### src/rtl/coh_dir_pkg.sv
package coh_dir_pkg;

    typedef enum logic [1:0] {
        DIR_UNC = 2'd0,
        DIR_SHR = 2'd1,
        DIR_DRT = 2'd2
    } dir_st_e;

    typedef enum logic [1:0] {
        MSG_DATA  = 2'd0,
        MSG_INV   = 2'd1,
        MSG_WBREQ = 2'd2,
        MSG_ACK   = 2'd3
    } msg_e;

    localparam logic RSP_ACK = 1'b0;
    localparam logic RSP_WB  = 1'b1;

    typedef enum logic [2:0] {
        FS_IDLE   = 3'd0,
        FS_INV    = 3'd1,
        FS_ACKW   = 3'd2,
        FS_WBSEND = 3'd3,
        FS_WBWAIT = 3'd4,
        FS_REPLY  = 3'd5
    } fsm_e;

    typedef struct packed {
        dir_st_e st;
        logic    busy;
    } dir_ctl_t;

    function automatic int unsigned pop32(input logic [31:0] v);
        int unsigned c;
        c = 0;
        for (int i = 0; i < 32; i++) c = c + {31'b0, v[i]};
        return c;
    endfunction

    function automatic int unsigned low32(input logic [31:0] v);
        int unsigned r;
        r = 0;
        for (int i = 31; i >= 0; i--) if (v[i]) r = i;
        return r;
    endfunction

endpackage

### src/rtl/coh_dir_store.sv
module coh_dir_store
    import coh_dir_pkg::*;
#(
    parameter int NODES  = 4,
    parameter int LINES  = 8,
    parameter int DATA_W = 8,
    localparam int LIX_W = $clog2(LINES)
) (
    input  logic              clk,
    input  logic              rst,
    input  logic [LIX_W-1:0]  rd_idx,
    output dir_ctl_t          rd_ctl,
    output logic [NODES-1:0]  rd_pres,
    output logic [DATA_W-1:0] rd_data,
    input  logic              wr_en,
    input  logic [LIX_W-1:0]  wr_idx,
    input  dir_ctl_t          wr_ctl,
    input  logic [NODES-1:0]  wr_pres,
    input  logic              dwr_en,
    input  logic [DATA_W-1:0] dwr_data
);
    dir_ctl_t          ctl_q  [LINES];
    logic [NODES-1:0]  pres_q [LINES];
    logic [DATA_W-1:0] data_q [LINES];

    assign rd_ctl  = ctl_q[rd_idx];
    assign rd_pres = pres_q[rd_idx];
    assign rd_data = data_q[rd_idx];

    always_ff @(posedge clk) begin
        if (rst) begin
            for (int i = 0; i < LINES; i++) begin
                ctl_q[i]  <= '{st: DIR_UNC, busy: 1'b0};
                pres_q[i] <= '0;
                data_q[i] <= DATA_W'(i);
            end
        end else begin
            if (wr_en) begin
                ctl_q[wr_idx]  <= wr_ctl;
                pres_q[wr_idx] <= wr_pres;
            end
            if (dwr_en) data_q[wr_idx] <= dwr_data;
        end
    end
endmodule

### src/rtl/coh_dir_engine.sv
module coh_dir_engine
    import coh_dir_pkg::*;
#(
    parameter int NODES  = 4,
    parameter int LINES  = 8,
    parameter int DATA_W = 8,
    localparam int NID_W = $clog2(NODES),
    localparam int LIX_W = $clog2(LINES),
    localparam int CNT_W = $clog2(NODES + 1)
) (
    input  logic              clk,
    input  logic              rst,
    input  logic              req_valid,
    output logic              req_ready,
    input  logic [NID_W-1:0]  req_node,
    input  logic [LIX_W-1:0]  req_line,
    input  logic              req_write,
    input  logic              rsp_valid,
    input  logic [NID_W-1:0]  rsp_node,
    input  logic              rsp_type,
    input  logic [DATA_W-1:0] rsp_data,
    output logic              msg_valid,
    input  logic              msg_ready,
    output msg_e              msg_type,
    output logic [NID_W-1:0]  msg_node,
    output logic [LIX_W-1:0]  msg_line,
    output logic [DATA_W-1:0] msg_data,
    output logic [LIX_W-1:0]  rd_idx,
    input  dir_ctl_t          rd_ctl,
    input  logic [NODES-1:0]  rd_pres,
    input  logic [DATA_W-1:0] rd_data,
    output logic              wr_en,
    output dir_ctl_t          wr_ctl,
    output logic [NODES-1:0]  wr_pres,
    output logic              dwr_en,
    output logic [DATA_W-1:0] dwr_data,
    output logic [NID_W-1:0]  cur_node_o
);
    fsm_e              fsm_q;
    logic [NID_W-1:0]  cur_node_q, owner_q;
    logic [LIX_W-1:0]  cur_line_q;
    logic              cur_wr_q;
    logic [NODES-1:0]  inv_mask_q;
    logic [CNT_W-1:0]  ack_cnt_q;
    msg_e              rep_type_q;
    logic [DATA_W-1:0] rep_data_q;

    logic              acc, wb_in, ack_dec, own_hit, quick_wr;
    logic [NODES-1:0]  req_bit, cur_bit, others, inv_low;
    logic [NID_W-1:0]  inv_node;

    assign rd_idx     = (fsm_q == FS_IDLE) ? req_line : cur_line_q;
    assign req_ready  = (fsm_q == FS_IDLE) && !rd_ctl.busy;
    assign acc        = req_valid && req_ready;
    assign req_bit    = NODES'(1) << req_node;
    assign cur_bit    = NODES'(1) << cur_node_q;
    assign others     = rd_pres & ~req_bit;
    assign own_hit    = rd_pres[req_node];
    assign quick_wr   = (rd_ctl.st == DIR_UNC) ||
                        (rd_ctl.st == DIR_SHR && others == '0) ||
                        (rd_ctl.st == DIR_DRT && own_hit);
    assign inv_node   = NID_W'(low32(32'(inv_mask_q)));
    assign inv_low    = NODES'(1) << inv_node;
    assign wb_in      = (fsm_q == FS_WBWAIT) && rsp_valid &&
                        (rsp_type == RSP_WB) && (rsp_node == owner_q);
    assign ack_dec    = (fsm_q == FS_INV || fsm_q == FS_ACKW) && rsp_valid &&
                        (rsp_type == RSP_ACK) && (ack_cnt_q != '0);
    assign cur_node_o = cur_node_q;
    assign msg_line   = cur_line_q;
    assign dwr_data   = rsp_data;
    assign dwr_en     = wb_in;

    // outgoing message view
    always_comb begin
        msg_valid = 1'b0;
        msg_type  = MSG_DATA;
        msg_node  = cur_node_q;
        msg_data  = '0;
        unique case (fsm_q)
            FS_INV: begin
                msg_valid = 1'b1;
                msg_type  = MSG_INV;
                msg_node  = inv_node;
            end
            FS_WBSEND: begin
                msg_valid = 1'b1;
                msg_type  = MSG_WBREQ;
                msg_node  = owner_q;
                msg_data  = DATA_W'(cur_wr_q);
            end
            FS_REPLY: begin
                msg_valid = 1'b1;
                msg_type  = rep_type_q;
                msg_data  = rep_data_q;
            end
            default: ;
        endcase
    end

    // directory entry updates
    always_comb begin
        wr_en   = 1'b0;
        wr_ctl  = rd_ctl;
        wr_pres = rd_pres;
        unique case (fsm_q)
            FS_IDLE: if (acc) begin
                wr_en = 1'b1;
                if (!req_write) begin
                    if (rd_ctl.st == DIR_DRT && !own_hit) wr_ctl.busy = 1'b1;
                    else if (rd_ctl.st != DIR_DRT) begin
                        wr_ctl.st = DIR_SHR;
                        wr_pres   = rd_pres | req_bit;
                    end
                end else if (quick_wr) begin
                    wr_ctl.st = DIR_DRT;
                    wr_pres   = req_bit;
                end else begin
                    wr_ctl.busy = 1'b1;
                end
            end
            FS_ACKW: if (ack_cnt_q == '0) begin
                wr_en   = 1'b1;
                wr_ctl  = '{st: DIR_DRT, busy: 1'b0};
                wr_pres = cur_bit;
            end
            FS_WBWAIT: if (wb_in) begin
                wr_en       = 1'b1;
                wr_ctl.busy = 1'b0;
                if (cur_wr_q) begin
                    wr_ctl.st = DIR_DRT;
                    wr_pres   = cur_bit;
                end else begin
                    wr_ctl.st = DIR_SHR;
                    wr_pres   = rd_pres | cur_bit;
                end
            end
            default: ;
        endcase
    end

    always_ff @(posedge clk) begin
        if (rst) begin
            fsm_q      <= FS_IDLE;
            cur_node_q <= '0;
            owner_q    <= '0;
            cur_line_q <= '0;
            cur_wr_q   <= 1'b0;
            inv_mask_q <= '0;
            ack_cnt_q  <= '0;
            rep_type_q <= MSG_DATA;
            rep_data_q <= '0;
        end else begin
            if (ack_dec) ack_cnt_q <= ack_cnt_q - CNT_W'(1);
            unique case (fsm_q)
                FS_IDLE: if (acc) begin
                    cur_node_q <= req_node;
                    cur_line_q <= req_line;
                    cur_wr_q   <= req_write;
                    rep_data_q <= rd_data;
                    owner_q    <= NID_W'(low32(32'(rd_pres)));
                    if (rd_ctl.st == DIR_DRT && !own_hit) begin
                        fsm_q <= FS_WBSEND;
                    end else if (!req_write) begin
                        rep_type_q <= MSG_DATA;
                        fsm_q      <= FS_REPLY;
                    end else if (quick_wr) begin
                        rep_type_q <= MSG_ACK;
                        fsm_q      <= FS_REPLY;
                    end else begin
                        inv_mask_q <= others;
                        ack_cnt_q  <= CNT_W'(pop32(32'(others)));
                        fsm_q      <= FS_INV;
                    end
                end
                FS_INV: if (msg_ready) begin
                    inv_mask_q <= inv_mask_q & ~inv_low;
                    if ((inv_mask_q & ~inv_low) == '0) fsm_q <= FS_ACKW;
                end
                FS_ACKW: if (ack_cnt_q == '0) begin
                    rep_type_q <= MSG_ACK;
                    fsm_q      <= FS_REPLY;
                end
                FS_WBSEND: if (msg_ready) fsm_q <= FS_WBWAIT;
                FS_WBWAIT: if (wb_in) begin
                    rep_data_q <= rsp_data;
                    rep_type_q <= cur_wr_q ? MSG_ACK : MSG_DATA;
                    fsm_q      <= FS_REPLY;
                end
                FS_REPLY: if (msg_ready) fsm_q <= FS_IDLE;
                default: fsm_q <= FS_IDLE;
            endcase
        end
    end
endmodule

### src/rtl/coh_dir_home.sv
module coh_dir_home
    import coh_dir_pkg::*;
#(
    parameter int NODES  = 4,
    parameter int LINES  = 8,
    parameter int DATA_W = 8,
    localparam int NID_W = $clog2(NODES),
    localparam int LIX_W = $clog2(LINES)
) (
    input  logic              clk,
    input  logic              rst,
    input  logic              req_valid,
    output logic              req_ready,
    input  logic [NID_W-1:0]  req_node,
    input  logic [LIX_W-1:0]  req_line,
    input  logic              req_write,
    input  logic              rsp_valid,
    output logic              rsp_ready,
    input  logic [NID_W-1:0]  rsp_node,
    input  logic              rsp_type,
    input  logic [DATA_W-1:0] rsp_data,
    output logic              msg_valid,
    input  logic              msg_ready,
    output logic [1:0]        msg_type,
    output logic [NID_W-1:0]  msg_node,
    output logic [LIX_W-1:0]  msg_line,
    output logic [DATA_W-1:0] msg_data
);
    logic [LIX_W-1:0]  rd_idx;
    dir_ctl_t          rd_ctl, wr_ctl;
    logic [NODES-1:0]  rd_pres, wr_pres;
    logic [DATA_W-1:0] rd_data, dwr_data;
    logic              wr_en, dwr_en;
    logic [NID_W-1:0]  cur_node_w;
    msg_e              msg_type_e;
    logic [1:0]        rd_st_w;

    assign rsp_ready = 1'b1;
    assign msg_type  = msg_type_e;
    assign rd_st_w   = rd_ctl.st;

    coh_dir_store #(.NODES(NODES), .LINES(LINES), .DATA_W(DATA_W)) u_store (
        .clk(clk), .rst(rst), .rd_idx(rd_idx), .rd_ctl(rd_ctl), .rd_pres(rd_pres),
        .rd_data(rd_data), .wr_en(wr_en), .wr_idx(rd_idx), .wr_ctl(wr_ctl),
        .wr_pres(wr_pres), .dwr_en(dwr_en), .dwr_data(dwr_data)
    );

    coh_dir_engine #(.NODES(NODES), .LINES(LINES), .DATA_W(DATA_W)) u_eng (
        .clk(clk), .rst(rst), .req_valid(req_valid), .req_ready(req_ready),
        .req_node(req_node), .req_line(req_line), .req_write(req_write),
        .rsp_valid(rsp_valid), .rsp_node(rsp_node), .rsp_type(rsp_type),
        .rsp_data(rsp_data), .msg_valid(msg_valid), .msg_ready(msg_ready),
        .msg_type(msg_type_e), .msg_node(msg_node), .msg_line(msg_line),
        .msg_data(msg_data), .rd_idx(rd_idx), .rd_ctl(rd_ctl), .rd_pres(rd_pres),
        .rd_data(rd_data), .wr_en(wr_en), .wr_ctl(wr_ctl), .wr_pres(wr_pres),
        .dwr_en(dwr_en), .dwr_data(dwr_data), .cur_node_o(cur_node_w)
    );
endmodule

### config.mk
export PLATFORM = sky130hd
export DESIGN_NAME = coh_dir_home
export DESIGN_NICKNAME = d
export VERILOG_FILES = /design/src/rtl/coh_dir_pkg.sv /design/src/rtl/coh_dir_store.sv /design/src/rtl/coh_dir_engine.sv /design/src/rtl/coh_dir_home.sv
export SDC_FILE = /design/constraint.sdc
export NUM_CORES = 1
export LEC_CHECK = 0
export BUFFER_PORTS_ARGS = -buffer_cell sky130_fd_sc_hd__buf_2
export CAP_MARGIN = 20
export CORE_MARGIN = 2
export CORE_UTILIZATION = 56
export CTS_CLUSTER_SIZE = 28
export DETAILED_ROUTE_END_ITERATION = 8
export PLACE_DENSITY_LB_ADDON = 0.25
export SYNTH_ARGS = -nofsm -noshare
export SYNTH_HDL_FRONTEND = slang
export SYNTH_HIERARCHICAL = 1
export SYNTH_SLANG_ARGS = --single-unit
### constraint.sdc
create_clock -name clk -period 4.29 [get_ports clk]
set_input_delay 0.6435 -clock clk [delete_from_list [all_inputs] [get_ports clk]]
set_output_delay 0.6435 -clock clk [all_outputs]
set_load 0.02 [all_outputs]
After elaboration in Yosys (flattened, before gate mapping). Memories as Yosys holds them, arrays and structs flattened. Cells that the tools add are included.

Memories kept: 3. Register bits after elaboration: 28. Output and inout port bits: 18. RAM bits: 120.

Equality and inequality tests: 20. Add/subtract/negate cells: 4. Shifts and indexed selects: 3. $lt $le $gt $ge: 1. Bitwise gates (word level): 7. Multiplexer cells: 89. Reductions and logical operators: 34.

Memories: u_store.data_q (depth 8, bits a word 8, rd ports 1, clocked after memory_dff 0, wr ports 8, RTL line coh_dir_store.sv:24) `logic [DATA_W-1:0] data_q [LINES];`; u_store.pres_q (depth 8, bits a word 4, rd ports 1, clocked after memory_dff 0, wr ports 8, RTL line coh_dir_store.sv:23) `logic [NODES-1:0] pres_q [LINES];`; u_store.ctl_q (depth 8, bits a word 3, rd ports 1, clocked after memory_dff 0, wr ports 8, RTL line coh_dir_store.sv:22) `dir_ctl_t ctl_q [LINES];`.

Operator list (number): $mux 3 (25); $mux 4 (14); $mux 2 (19); $pmux 8 s2 (2); $mux 8 (3); $ne 2x2->1 const B (10); $pmux 3 s6 (1); $mux 1 (17); $pmux 2 s3 (2); $pmux 4 s3 (1); $reduce_and 6->1 (2); $shl 1x2->4 const A (3); $logic_and 1x1->1 (11); $pmux 3 s3 (1); $and 4x4->4 (2); $logic_not 4->1 (2); $not 4->4 (2); $or 4x4->4 (2); $pmux 4 s2 (1); $reduce_or 8->1 (1); $reduce_and 7->1 (1); $add 3x1->3 (2); $eq 3x2->1 const B (2); $eq 3x3->1 const B (2); 23 further kinds (30).

Depth between registers and ports, before layout. Gate-level depths: netlist of run 1. An unclocked memory read counts as a cell.

Word-level depth: 13. Gate-level depth with buffers: 17. Gate-level depth less buffers: 14.

Cells and area by module. The synthesis of run 1 kept the hierarchy.

Modules (own cells, without submodules): coh_dir_store (area an instance 5601.6 µm², seq. area each 3603.5 µm², instances 1, cells an instance 363); coh_dir_engine (area an instance 2163.3 µm², seq. area each 540.5 µm², instances 1, cells an instance 276); coh_dir_home (area an instance 11.3 µm², seq. area each 0.0 µm², instances 1, cells an instance 2).

Worst setup path before layout of run 1. Ideal clock, no wire load.

Kind: register to register. Start point: register u_eng.fsm_q[0]. End point: memory u_store.pres_q[2][0], data pin. Data required time: 4.022 ns. Buffers on the path: 2. Setup slack: -0.064 ns. Arrival: 4.086 ns. Cell stages (with the launch flop): 17. Path through: dfxtp_1 -> buf_2 -> nor3_2 -> nand2_1 -> nand2_1 -> buf_6 -> mux4_1 -> mux2_2 -> o21ai_0 -> ha_1 -> or4b_4 -> o211a_2 -> o31ai_4 -> o211ai_2 -> a221o_1 -> clkinv_1 -> nor3_1.

RTL lines: start: declaration (RTL line coh_dir_engine.sv:39) `fsm_e fsm_q;`; start signal: assignment (RTL line coh_dir_engine.sv:143) `fsm_q <= FS_IDLE;`; start signal: assignment (RTL line coh_dir_engine.sv:162) `fsm_q <= FS_WBSEND;`; start signal: assignment (RTL line coh_dir_engine.sv:165) `fsm_q <= FS_REPLY;`; end: declaration (RTL line coh_dir_store.sv:23).

==> results.yml, run 1 <==
worst_setup_path:
  critical_path_arrival_ns: 4.26
  cp.required_ns: 4.42
  setup.worst_path.end: "u_store/pres_q[1][3]"
  cp_slowest_stage_delay_ns: 0.48
  reg2reg_path_depth: 14
  worst_setup_path_end_kind: "flip-flop"
  timing.rr.start: "u_eng/fsm_q[0]"
  highest_delay_cell_along_the_critical_path: "sky130_fd_sc_hd__mux4_1"
  setup.reg_to_reg.worst_slack_ns: 0.16
  worst_r2r_endpoint: "u_store/pres_q[1][3]"
  worst_setup_sp: "u_eng/fsm_q[0]"
  crit_path_cell_chain: "or3_1, nand2_1, nand2_2, mux4_1, mux2_2, o21ai_1, ha_1, or4b_4, o211a_2, o31ai_4, o211ai_2, a221o_1, clkinv_1, nor3_1"
  critical_path_class: "flip-flop to flip-flop"
  startpoint_type_of_the_worst_setup_path: "flip-flop"
  cp_max_fo: 8
timing:
  fin_tns_setup_ns: 0
  max-slew-margin-rel: 0.337
  min_period_over_period: 0.963
  timing_max_transition_violations_final: 0
  maxClockFrequency_mhz: 242
  final.setup_skew_ns: 0.00892
  period_minus_slack_ns: 4.13
  rsz0062_at_grt: "true"
  worst-slew-pin-transition_ns: 0.993
  setup_viol_count_final: 0
  final_hold_viol_count: 0
  setup_slack_ns: 0.161
clock_tree:
  root_buffer: "sky130_fd_sc_hd__clkbuf_16"
  postCtsSetupBuffers: 0
  hold_buffers: 0
  clock_sink_count: 147
  cts-root-to-sink-buffers: 2
  cts-buffers-inserted: 17
  cts.clk_slew.worst_paths_ns: 0.06
  worstSkewPairLatency_ns: 0.41
  cts.htree.levels: 4
  tritoncts: "done"
yosys:
  synth_area_per_cell_um2: 12.1
  ys_ff_latch: 147
  postSynthCellCount: 641
  synth_fp_nets: 669
  yosysUniqueCellTypes: 69
  netlist_area_mm2: 0.00778
  synth_flop_type: "sky130_fd_sc_hd__edfxtp_1"
  number_of_warnings_printed_during_yosys_synthesis: 6
  synth_enable_flop_cells: 120
  postSynth.asyncResetShare: 0
  yosysSeqAreaShare: 0.533
outcome:
  outcome: "finished, final reports clean"
finish:
  synthToLayoutAreaGrowth_pct: 12.7
  final-instance-count-excl-fill: 866
  mostFrequentLayoutCell: "sky130_fd_sc_hd__edfxtp_1"
  fillers: 999
  most-common-layout-cells: "sky130_fd_sc_hd__edfxtp_1 (120), sky130_fd_sc_hd__nor3_1 (110), sky130_fd_sc_hd__buf_4 (40)"
  design.final.nets: 701
  drive_gt1_frac: 0.206
  n_antenna_cell: 0
  area.sequential_mm2: 0.00414
  multiInputGateArea_mm2: 0.00321
floorplan:
  fp.dieW_um: 122
  floorplan.core_area_mm2: 0.0137
  die-area_mm2: 0.0148
  initial_utilization: 0.567
  die_y_um: 122
  floorplan.rows: 43
  design.portCount: 40
detailed_routing:
  via_count: 5559
  drc_errors: 0
  antenna_left: 0
  drt_first_pass_iters: 5
  detailedRoute.firstIterationViolations: 695
  routed_wl_mm: 18.2
  route.detailed.vias_per_inst: 6.42
  wl_per_cell_um: 21.0
pwr:
  cellPowerDensity_mw_per_mm2: 663
  leak_uw: 0.00308
  vdd_ir_drop_max_mv: 0.408
placed_design:
  dpl.cell_count: 834
  buffer_ports.inserted: 38
  routabilityCongestion: 0.891
  dpl.hpwl_mm: 11.9
  dpl_worst_slack_ns: 0.0559
global_route:
  grt_remaining_overflow: 0
  grt_util_all_layers: 0.256
  maximum_number_of_pins_on_one_net_before_global_route_repair: 49
  first_global_vias: 5302
  antenna_violations_before_repair: 0
  grt_pass1_wl_mm: 28.6
worst_hold_path:
  path_class_of_the_lowest_slack_min_delay_path: "flip-flop to flip-flop"
job:
  max-cap-violations: 0
==> metrics by stage <==
step                      area, µm²  hold WS, ns  power (µW)   util
final                          8770        0.474        5820  0.639
after global routing           8770        0.489        6090  0.639
after CTS                      8750        0.469        5770  0.638
after detailed placement       8160        0.465        4280  0.594
after global placement         8160        0.463        4230  0.594
after floorplan                7780        0.445        3610      -
==> worst min path at each step <==
stage,start,to,cells after the start
after floorplan,u_eng/cur_wr_q,u_eng/cur_wr_q,2
after global placement,u_eng/msg_line[1],u_eng/msg_line[1],2
after detailed placement,u_eng/msg_line[0],u_eng/msg_line[0],2
after CTS,req_line[0],u_eng/msg_line[0],3
after global routing,req_line[0],u_eng/msg_line[0],3
final,u_eng/msg_line[0],u_eng/msg_line[0],2
==> worst max-delay path: cells and delay by family (launching register included) <==
kind / cells / cell delay, ns
buf+inv: 1 / 0.17
fa+ha+maj: 1 / 0.20
simple gates: 5 / 1.19
mux: 2 / 0.77
compound gates: 5 / 1.14
flops: 1 / 0.36
==> Yosys cell counts, drive strengths merged, types with 11 or more instances <==
library cell | number | share of area
edfxtp | 120 | 0.46
nor3 | 113 | 0.073
nand2 | 35 | 0.017
buf | 33 | 0.029
clkbuf | 32 | 0.016
mux4 | 31 | 0.10
dfxtp | 27 | 0.070
nor2 | 25 | 0.014
a21oi | 21 | 0.014
o21bai | 17 | 0.016
or3 | 17 | 0.014
mux2 | 16 | 0.023
inv | 15 | 0.0072
clkinv | 13 | 0.0063
a211oi | 11 | 0.011
mux2i | 11 | 0.014
==> sequential cells by signal, indices dropped and copies added (netlist names), 2 cells and up <==
name,cells
u_store/data_q,64
u_eng/msg_line,3
u_eng/cur_node_o,2
u_eng/inv_mask_q,4
u_eng/fsm_q,3
u_store/pres_q,32
u_store/ctl_q,24
u_eng/owner_q,2
u_eng/ack_cnt_q,3
u_eng/rep_data_q,8
==> report_power, final <==
group / switching, µW / internal [µW]
logic: 1590 / 975
registers: 78.4 / 1690
clock network: 569 / 912
total: 2240 / 3580
==> layer usage <==
| layer | track usage | wire length, µm | part of all wire |
|---|---|---|---|
| met5 | 0 | 0 | 0 |
| met3 | 0.0534 | 1160 | 0.064 |
| met1 | 0.355 | 7970 | 0.44 |
| met2 | 0.403 | 8680 | 0.48 |
| met4 | 0.0905 | 393 | 0.022 |
==> layout make-up <==
cell class	instances	area share
Sequential cell	147	0.473
Clock buffer	19	0.0494
Timing Repair Buffer	78	0.0559
Tap cell	180	0.0257
Inverter	28	0.0124
Clock inverter	13	0.0181
Multi-Input combinational cell	401	0.366
==> what timing repair did <==
item                       CTS  global route
setup endpoints to repair    0            40
hold endpoints to repair     0             0
resized for setup            0             6
==> logic make-up (layout without fill, tap and decap cells) <==
group	count (synthesis)	in the layout	share of synthesized area
simple gates	238	238	0.163
other cells	1	1	0.000482
compound gates	93	93	0.0872
mux	58	58	0.142
xor+xnor	5	5	0.00563
flops	147	147	0.533
buf+inv	93	138	0.0582
fa+ha+maj	6	6	0.0106
(Power assumes the default switching activity.)
==> run 2: changes to the inputs <==
--- a/config.mk
+++ b/config.mk
@@ -8,7 +8,7 @@
 export BUFFER_PORTS_ARGS = -buffer_cell sky130_fd_sc_hd__buf_2
 export CAP_MARGIN = 20
 export CORE_MARGIN = 2
-export CORE_UTILIZATION = 56
+export CORE_UTILIZATION = 49
 export CTS_CLUSTER_SIZE = 28
 export DETAILED_ROUTE_END_ITERATION = 8
 export PLACE_DENSITY_LB_ADDON = 0.25
==> results.yml, run 2 (synthesized netlist as in run 1, its figures left out) <==
finish:
  synthToLayoutAreaGrowth_pct: 15.3
  mostFrequentLayoutCell: "sky130_fd_sc_hd__edfxtp_1"
  n_antenna_cell: 0
  area.sequential_mm2: 0.00414
  layout_top_registers: "u_store/data_q (64), u_store/pres_q (32), u_store/ctl_q (24)"
  largest_reg_flops: 64
  multiInputGateArea_mm2: 0.00322
  most-common-layout-cells: "sky130_fd_sc_hd__edfxtp_1 (120), sky130_fd_sc_hd__nor3_1 (110), sky130_fd_sc_hd__buf_4 (58)"
  drive_gt1_frac: 0.223
  design.final.nets: 719
  fillers: 1279
  registers.top_by_ff_count: "u_store/data_q"
timing:
  period_minus_slack_ns: 4.10
  worst-slew-pin-transition_ns: 0.946
  final.setup_skew_ns: 0.00517
  fin_tns_setup_ns: 0
  timing_max_transition_violations_final: 0
  setup_slack_ns: 0.189
  final_hold_viol_count: 0
  setup_viol_count_final: 0
  max-slew-margin-rel: 0.368
  min_period_over_period: 0.956
  maxClockFrequency_mhz: 244
placed_design:
  routabilityCongestion: 0.873
  buffer_ports.inserted: 38
  dpl_worst_slack_ns: -0.00402
  dpl.hpwl_mm: 12.9
global_route:
  first_global_vias: 5261
  antenna_violations_before_repair: 0
  grt_util_all_layers: 0.229
  grt_remaining_overflow: 0
  grt_pass1_wl_mm: 28.9
  maximum_number_of_pins_on_one_net_before_global_route_repair: 34
clock_tree:
  clock_sink_count: 147
  root_buffer: "sky130_fd_sc_hd__clkbuf_16"
  cts.clk_slew.worst_paths_ns: 0.06
  postCtsSetupBuffers: 0
  cts-root-to-sink-buffers: 2
  cts.htree.levels: 4
  cts-buffers-inserted: 17
  worstSkewPairLatency_ns: 0.42
  tritoncts: "done"
worst_setup_path:
  startpoint_type_of_the_worst_setup_path: "flip-flop"
  critical_path_class: "flip-flop to flip-flop"
  cp.required_ns: 4.44
  crit_path_cell_chain: "or3_1, nand2_1, nand2_4, mux4_1, mux2_2, nand2b_1, ha_1, or4b_4, o211a_2, o31ai_4, o211ai_4, a221o_1, clkinvlp_4, nor3_1"
  cp_num_buf_inv: 1
  highest_delay_cell_along_the_critical_path: "sky130_fd_sc_hd__mux4_1"
  critical_path_arrival_ns: 4.26
  setup.reg_to_reg.worst_slack_ns: 0.19
  critical-path-top-delay-family: "simple AND/OR/NAND/NOR gates"
  cp_max_fo: 8
  worst_setup_path_end_kind: "flip-flop"
  cp_slowest_stage_delay_ns: 0.47
job:
  max-cap-violations: 0
detailed_routing:
  drt_first_pass_iters: 5
  antenna_left: 0
  detailedRoute.firstIterationViolations: 557
  drc_errors: 0
  via_count: 5568
  route.detailed.vias_per_inst: 6.05
  wl_per_cell_um: 20.4
  routed_wl_mm: 18.7
floorplan:
  die-area_mm2: 0.0169
  initial_utilization: 0.495
  die_y_um: 130
  floorplan.rows: 46
  design.portCount: 40
  floorplan.core_area_mm2: 0.0157
  fp.dieW_um: 130
outcome:
  outcome: "finished, final reports clean"
worst_hold_path:
  path_class_of_the_lowest_slack_min_delay_path: "flip-flop to flip-flop"
pwr:
  leak_uw: 0.00319
  cellPowerDensity_mw_per_mm2: 658
  vdd_ir_drop_max_mv: 0.354
==> run 2: repair_timing <==
item                                    4_1_cts  5_1_grt
endpoints found under the setup margin        0       35
gates resized for setup                       0        8
hold buffers                                  0        0
hold endpoints to repair                      0        0
==> run 2: layout make-up <==
class / instances / area share
clock buffers: 26 / 0.0631
repair buffers: 96 / 0.0698
multi-input cells: 401 / 0.359
clock inverters: 6 / 0.00377
inverters: 28 / 0.0121
flip-flops and latches: 147 / 0.462
well taps: 216 / 0.0301
==> run 2: worst paths after layout <==
kind         cells past startpoint           start                    to
max                             14  u_eng/fsm_q[0]  u_store/pres_q[3][3]
min                              2  u_eng/cur_wr_q        u_eng/cur_wr_q
max reg2reg                     14  u_eng/fsm_q[0]  u_store/pres_q[3][3]
min reg2reg                      2  u_eng/cur_wr_q        u_eng/cur_wr_q
==> run 2: metrics by stage <==
step           instances   util  total power (µW)  hold slack (ns)  area, µm²
2_1_floorplan        641      -              3610            0.445       7780
3_3_place_gp         888  0.530              4320            0.463       8340
3_5_place_dp         888  0.530              4380            0.466       8340
4_1_cts              920  0.569              5870            0.472       8930
5_1_grt              920  0.571              6200            0.487       8970
6_report             920  0.571              5900            0.475       8970
==> run 2: worst reg2reg max path: cells and delay by family (launching register included) <==
family                   cells  cell delay [ns]
AO/OA/AOI/OAI                4             1.02
adder cells (fa/ha/maj)      1             0.18
buffers and inverters        1             0.17
flip-flops                   1             0.37
multiplexers                 2             0.77
AND/OR/NAND/NOR              6             1.34
==> run 2: power breakdown <==
| part | total, µW | internal (µW) | switching [µW] |
|---|---|---|---|
| combinational | 2660 | 1040 | 1610 |
| sequential | 1770 | 1690 | 77.6 |
| clock | 1470 | 910 | 561 |
==> run 2: layer usage <==
layer | track usage | wire length [µm] | vias to the layer above
li1 | - | - | 2558
met3 | 0.0463 | 1420 | 33
met2 | 0.364 | 8890 | 265
met4 | 0.0816 | 280 | 0
met5 | 0 | 0 | -
met1 | 0.317 | 8130 | 2712
==> run 3: changes to the inputs <==
--- a/config.mk
+++ b/config.mk
@@ -5,7 +5,8 @@
 export SDC_FILE = /design/constraint.sdc
 export NUM_CORES = 1
 export LEC_CHECK = 0
-export BUFFER_PORTS_ARGS = -buffer_cell sky130_fd_sc_hd__buf_2
+export ABC_AREA = 1
+export BUFFER_PORTS_ARGS = -buffer_cell sky130_fd_sc_hd__buf_4
 export CAP_MARGIN = 20
 export CORE_MARGIN = 2
 export CORE_UTILIZATION = 49
==> constraint.sdc (replaced) <==
create_clock -name clk -period 4.29 [get_ports clk]
set_input_delay 0.858 -clock clk [delete_from_list [all_inputs] [get_ports clk]]
set_output_delay 0.858 -clock clk [all_outputs]
set_load 0.02 [all_outputs]
==> results.yml, run 3 <==
worst_setup_path:
  critical_path_class: "flip-flop to output pin"
  critical_path_arrival_ns: 2.94
  startpoint_type_of_the_worst_setup_path: "flip-flop"
  cp.required_ns: 3.43
  cp_max_fo: 17
  worst_setup_path_end_kind: "output pin"
worst_hold_path:
  path_class_of_the_lowest_slack_min_delay_path: "flip-flop to flip-flop"
yosys:
  synth_area_leaders: "sky130_fd_sc_hd__edfxtp_1 (43%), sky130_fd_sc_hd__nand2_1 (14%), sky130_fd_sc_hd__inv_1 (8.7%)"
  synth.area.mux_share: 0
  synth_enable_flop_cells: 120
  yosysUniqueCellTypes: 44
  ys_ff_latch: 147
  most_frequent_cell_after_synthesis: "sky130_fd_sc_hd__nand2_1"
  yosysTopAreaCellShare: 0.425
  synth_area_per_cell_um2: 7.59
  netlist_area_mm2: 0.00847
  synth_top_family_by_area: "simple AND/OR/NAND/NOR gates"
  postSynth.asyncResetShare: 0
  synth-compound-area-share: 0.0509
  synth_flop_type: "sky130_fd_sc_hd__edfxtp_1"
  number_of_warnings_printed_during_yosys_synthesis: 6
  yosys.area_share.adder: 0.00975
  yosysSeqAreaShare: 0.489
  synth_fp_nets: 1145
  share_of_the_synthesized_netlist_area_taken_by_xor_and_xnor_gates: 0.00207
  synth-simple-area-share: 0.318
  netlist_top_cells_count: "sky130_fd_sc_hd__nand2_1 (322), sky130_fd_sc_hd__inv_1 (197), sky130_fd_sc_hd__nor2_1 (161)"
  cell_type_with_the_highest_aggregate_area_in_the_netlist: "sky130_fd_sc_hd__edfxtp_1"
  postSynthCellCount: 1117
floorplan:
  design.portCount: 40
  floorplan.core_area_mm2: 0.0171
  floorplan.rows: 48
  initial_utilization: 0.495
  die_y_um: 136
  die-area_mm2: 0.0184
  fp.dieW_um: 136
timing:
  final.setup_skew_ns: 0.00824
  worst-slew-pin-transition_ns: 0.625
  max-slew-margin-rel: 0.583
  maxClockFrequency_mhz: 263
  period_minus_slack_ns: 3.80
  final_hold_viol_count: 0
  timing_max_transition_violations_final: 0
  rsz0062_at_grt: "false"
  min_period_over_period: 0.885
  setup_viol_count_final: 0
  fin_tns_setup_ns: 0
  fin_hold_ws_ns: 0.483
finish:
  fillers: 1567
  most-common-layout-cells: "sky130_fd_sc_hd__nand2_1 (322), sky130_fd_sc_hd__inv_1 (197), sky130_fd_sc_hd__nor2_1 (161)"
  design.final.nets: 1180
  multiInputGateArea_mm2: 0.00324
  largest_reg_flops: 64
  area.sequential_mm2: 0.00414
  n_antenna_cell: 0
  mostFrequentLayoutCell: "sky130_fd_sc_hd__nand2_1"
  drive_gt1_frac: 0.120
  fin_util: 0.563
  layout_top_registers: "u_store/data_q (64), u_store/pres_q (32), u_store/ctl_q (24)"
  synthToLayoutAreaGrowth_pct: 13.8
  registers.top_by_ff_count: "u_store/data_q"
pwr:
  leak_uw: 0.00456
  vdd_ir_drop_max_mv: 0.410
  cellPowerDensity_mw_per_mm2: 701
clock_tree:
  root_buffer: "sky130_fd_sc_hd__clkbuf_16"
  clock_sink_count: 147
  tritoncts: "done"
  hold_buffers: 0
  worstSkewPairLatency_ns: 0.43
  cts-resized-gates: 0
  cts.clk_slew.worst_paths_ns: 0.07
  postCtsSetupBuffers: 0
  cts-root-to-sink-buffers: 2
  cts.htree.levels: 4
  cts-buffers-inserted: 17
job:
  max-cap-violations: 0
detailed_routing:
  via_count: 7214
  route.detailed.vias_per_inst: 5.19
  drc_errors: 0
  wl_per_cell_um: 15.4
  antenna_left: 0
  detailedRoute.firstIterationViolations: 786
  routed_wl_mm: 21.4
  drt_first_pass_iters: 8
outcome:
  outcome: "finished, final reports clean"
global_route:
  grt_pass1_wl_mm: 34.6
  grt_remaining_overflow: 0
  maximum_number_of_pins_on_one_net_before_global_route_repair: 70
  antenna_violations_before_repair: 0
  first_global_vias: 6671
  grt_util_all_layers: 0.244
placed_design:
  dpl.hpwl_mm: 14.3
  routabilityCongestion: 0.931
  buffer_ports.inserted: 38
-- run 3: cell families (layout without fill, tap and decap cells) --
logic type      Yosys count  after routing
compound gates           76             76
simple gates            625            625
xor+xnor                  2              2
fa+ha+maj                 6              6
flops                   147            147
buf+inv                 260            308
other cells               1              1
-- run 3: layer usage --
metal  GRT usage  share of wire  wire length [µm]
met5           0              0                 0
met2       0.392           0.47              9990
met4      0.0758          0.014               306
met3      0.0501          0.077              1640
met1       0.333           0.44              9470
-- run 3: final timing paths --
path | start | to | slack, ns | depth (start not counted)
max | u_eng/fsm_q[1] | req_ready | 0.49 | 15
max reg2reg | u_eng/fsm_q[1] | u_store/ctl_q[2][0] | 0.52 | 24
min | u_eng/inv_mask_q[0] | u_eng/inv_mask_q[0] | 0.48 | 2
min reg2reg | u_eng/inv_mask_q[0] | u_eng/inv_mask_q[0] | 0.48 | 2
-- run 3: layout make-up --
class / count / area share
Clock buffer: 17 / 0.0441
Clock inverter: 15 / 0.0189
Inverter: 209 / 0.0814
Multi-Input combinational cell: 710 / 0.337
Sequential cell: 147 / 0.430
Tap cell: 225 / 0.0292
Timing Repair Buffer: 67 / 0.0600
-- run 3: stage by stage --
step	instances	setup slack [ns]	area, µm²	total power (µW)
detailed placement	1358	0.608	9030	5180
global route	1390	0.148	9640	7230
finish	1390	0.495	9640	6760
floorplan	1117	1.02	8470	4250
CTS	1390	0.509	9640	6740
global placement	1358	0.633	9030	5160
-- run 3: where the power goes --
part | switching (µW) | internal (µW)
Sequential | 93.0 | 1730
Combinational | 2410 | 984
Clock | 622 | 919
-- run 3: worst max-delay path: stages (launching register included) --
cell                      delay, ns
sky130_fd_sc_hd__dfxtp_1       0.56
sky130_fd_sc_hd__nor2_4        0.08
sky130_fd_sc_hd__nand2_4       0.13
sky130_fd_sc_hd__inv_2         0.15
sky130_fd_sc_hd__nand2_1       0.14
sky130_fd_sc_hd__o21ai_4       0.08
sky130_fd_sc_hd__inv_2         0.22
sky130_fd_sc_hd__buf_4         0.28
sky130_fd_sc_hd__nand2_1       0.09
sky130_fd_sc_hd__nand3_1       0.08
sky130_fd_sc_hd__nand2_1       0.06
sky130_fd_sc_hd__nand2_1       0.08
sky130_fd_sc_hd__nand2_1       0.09
sky130_fd_sc_hd__buf_4         0.16
sky130_fd_sc_hd__nor2_4        0.14
sky130_fd_sc_hd__buf_4         0.16
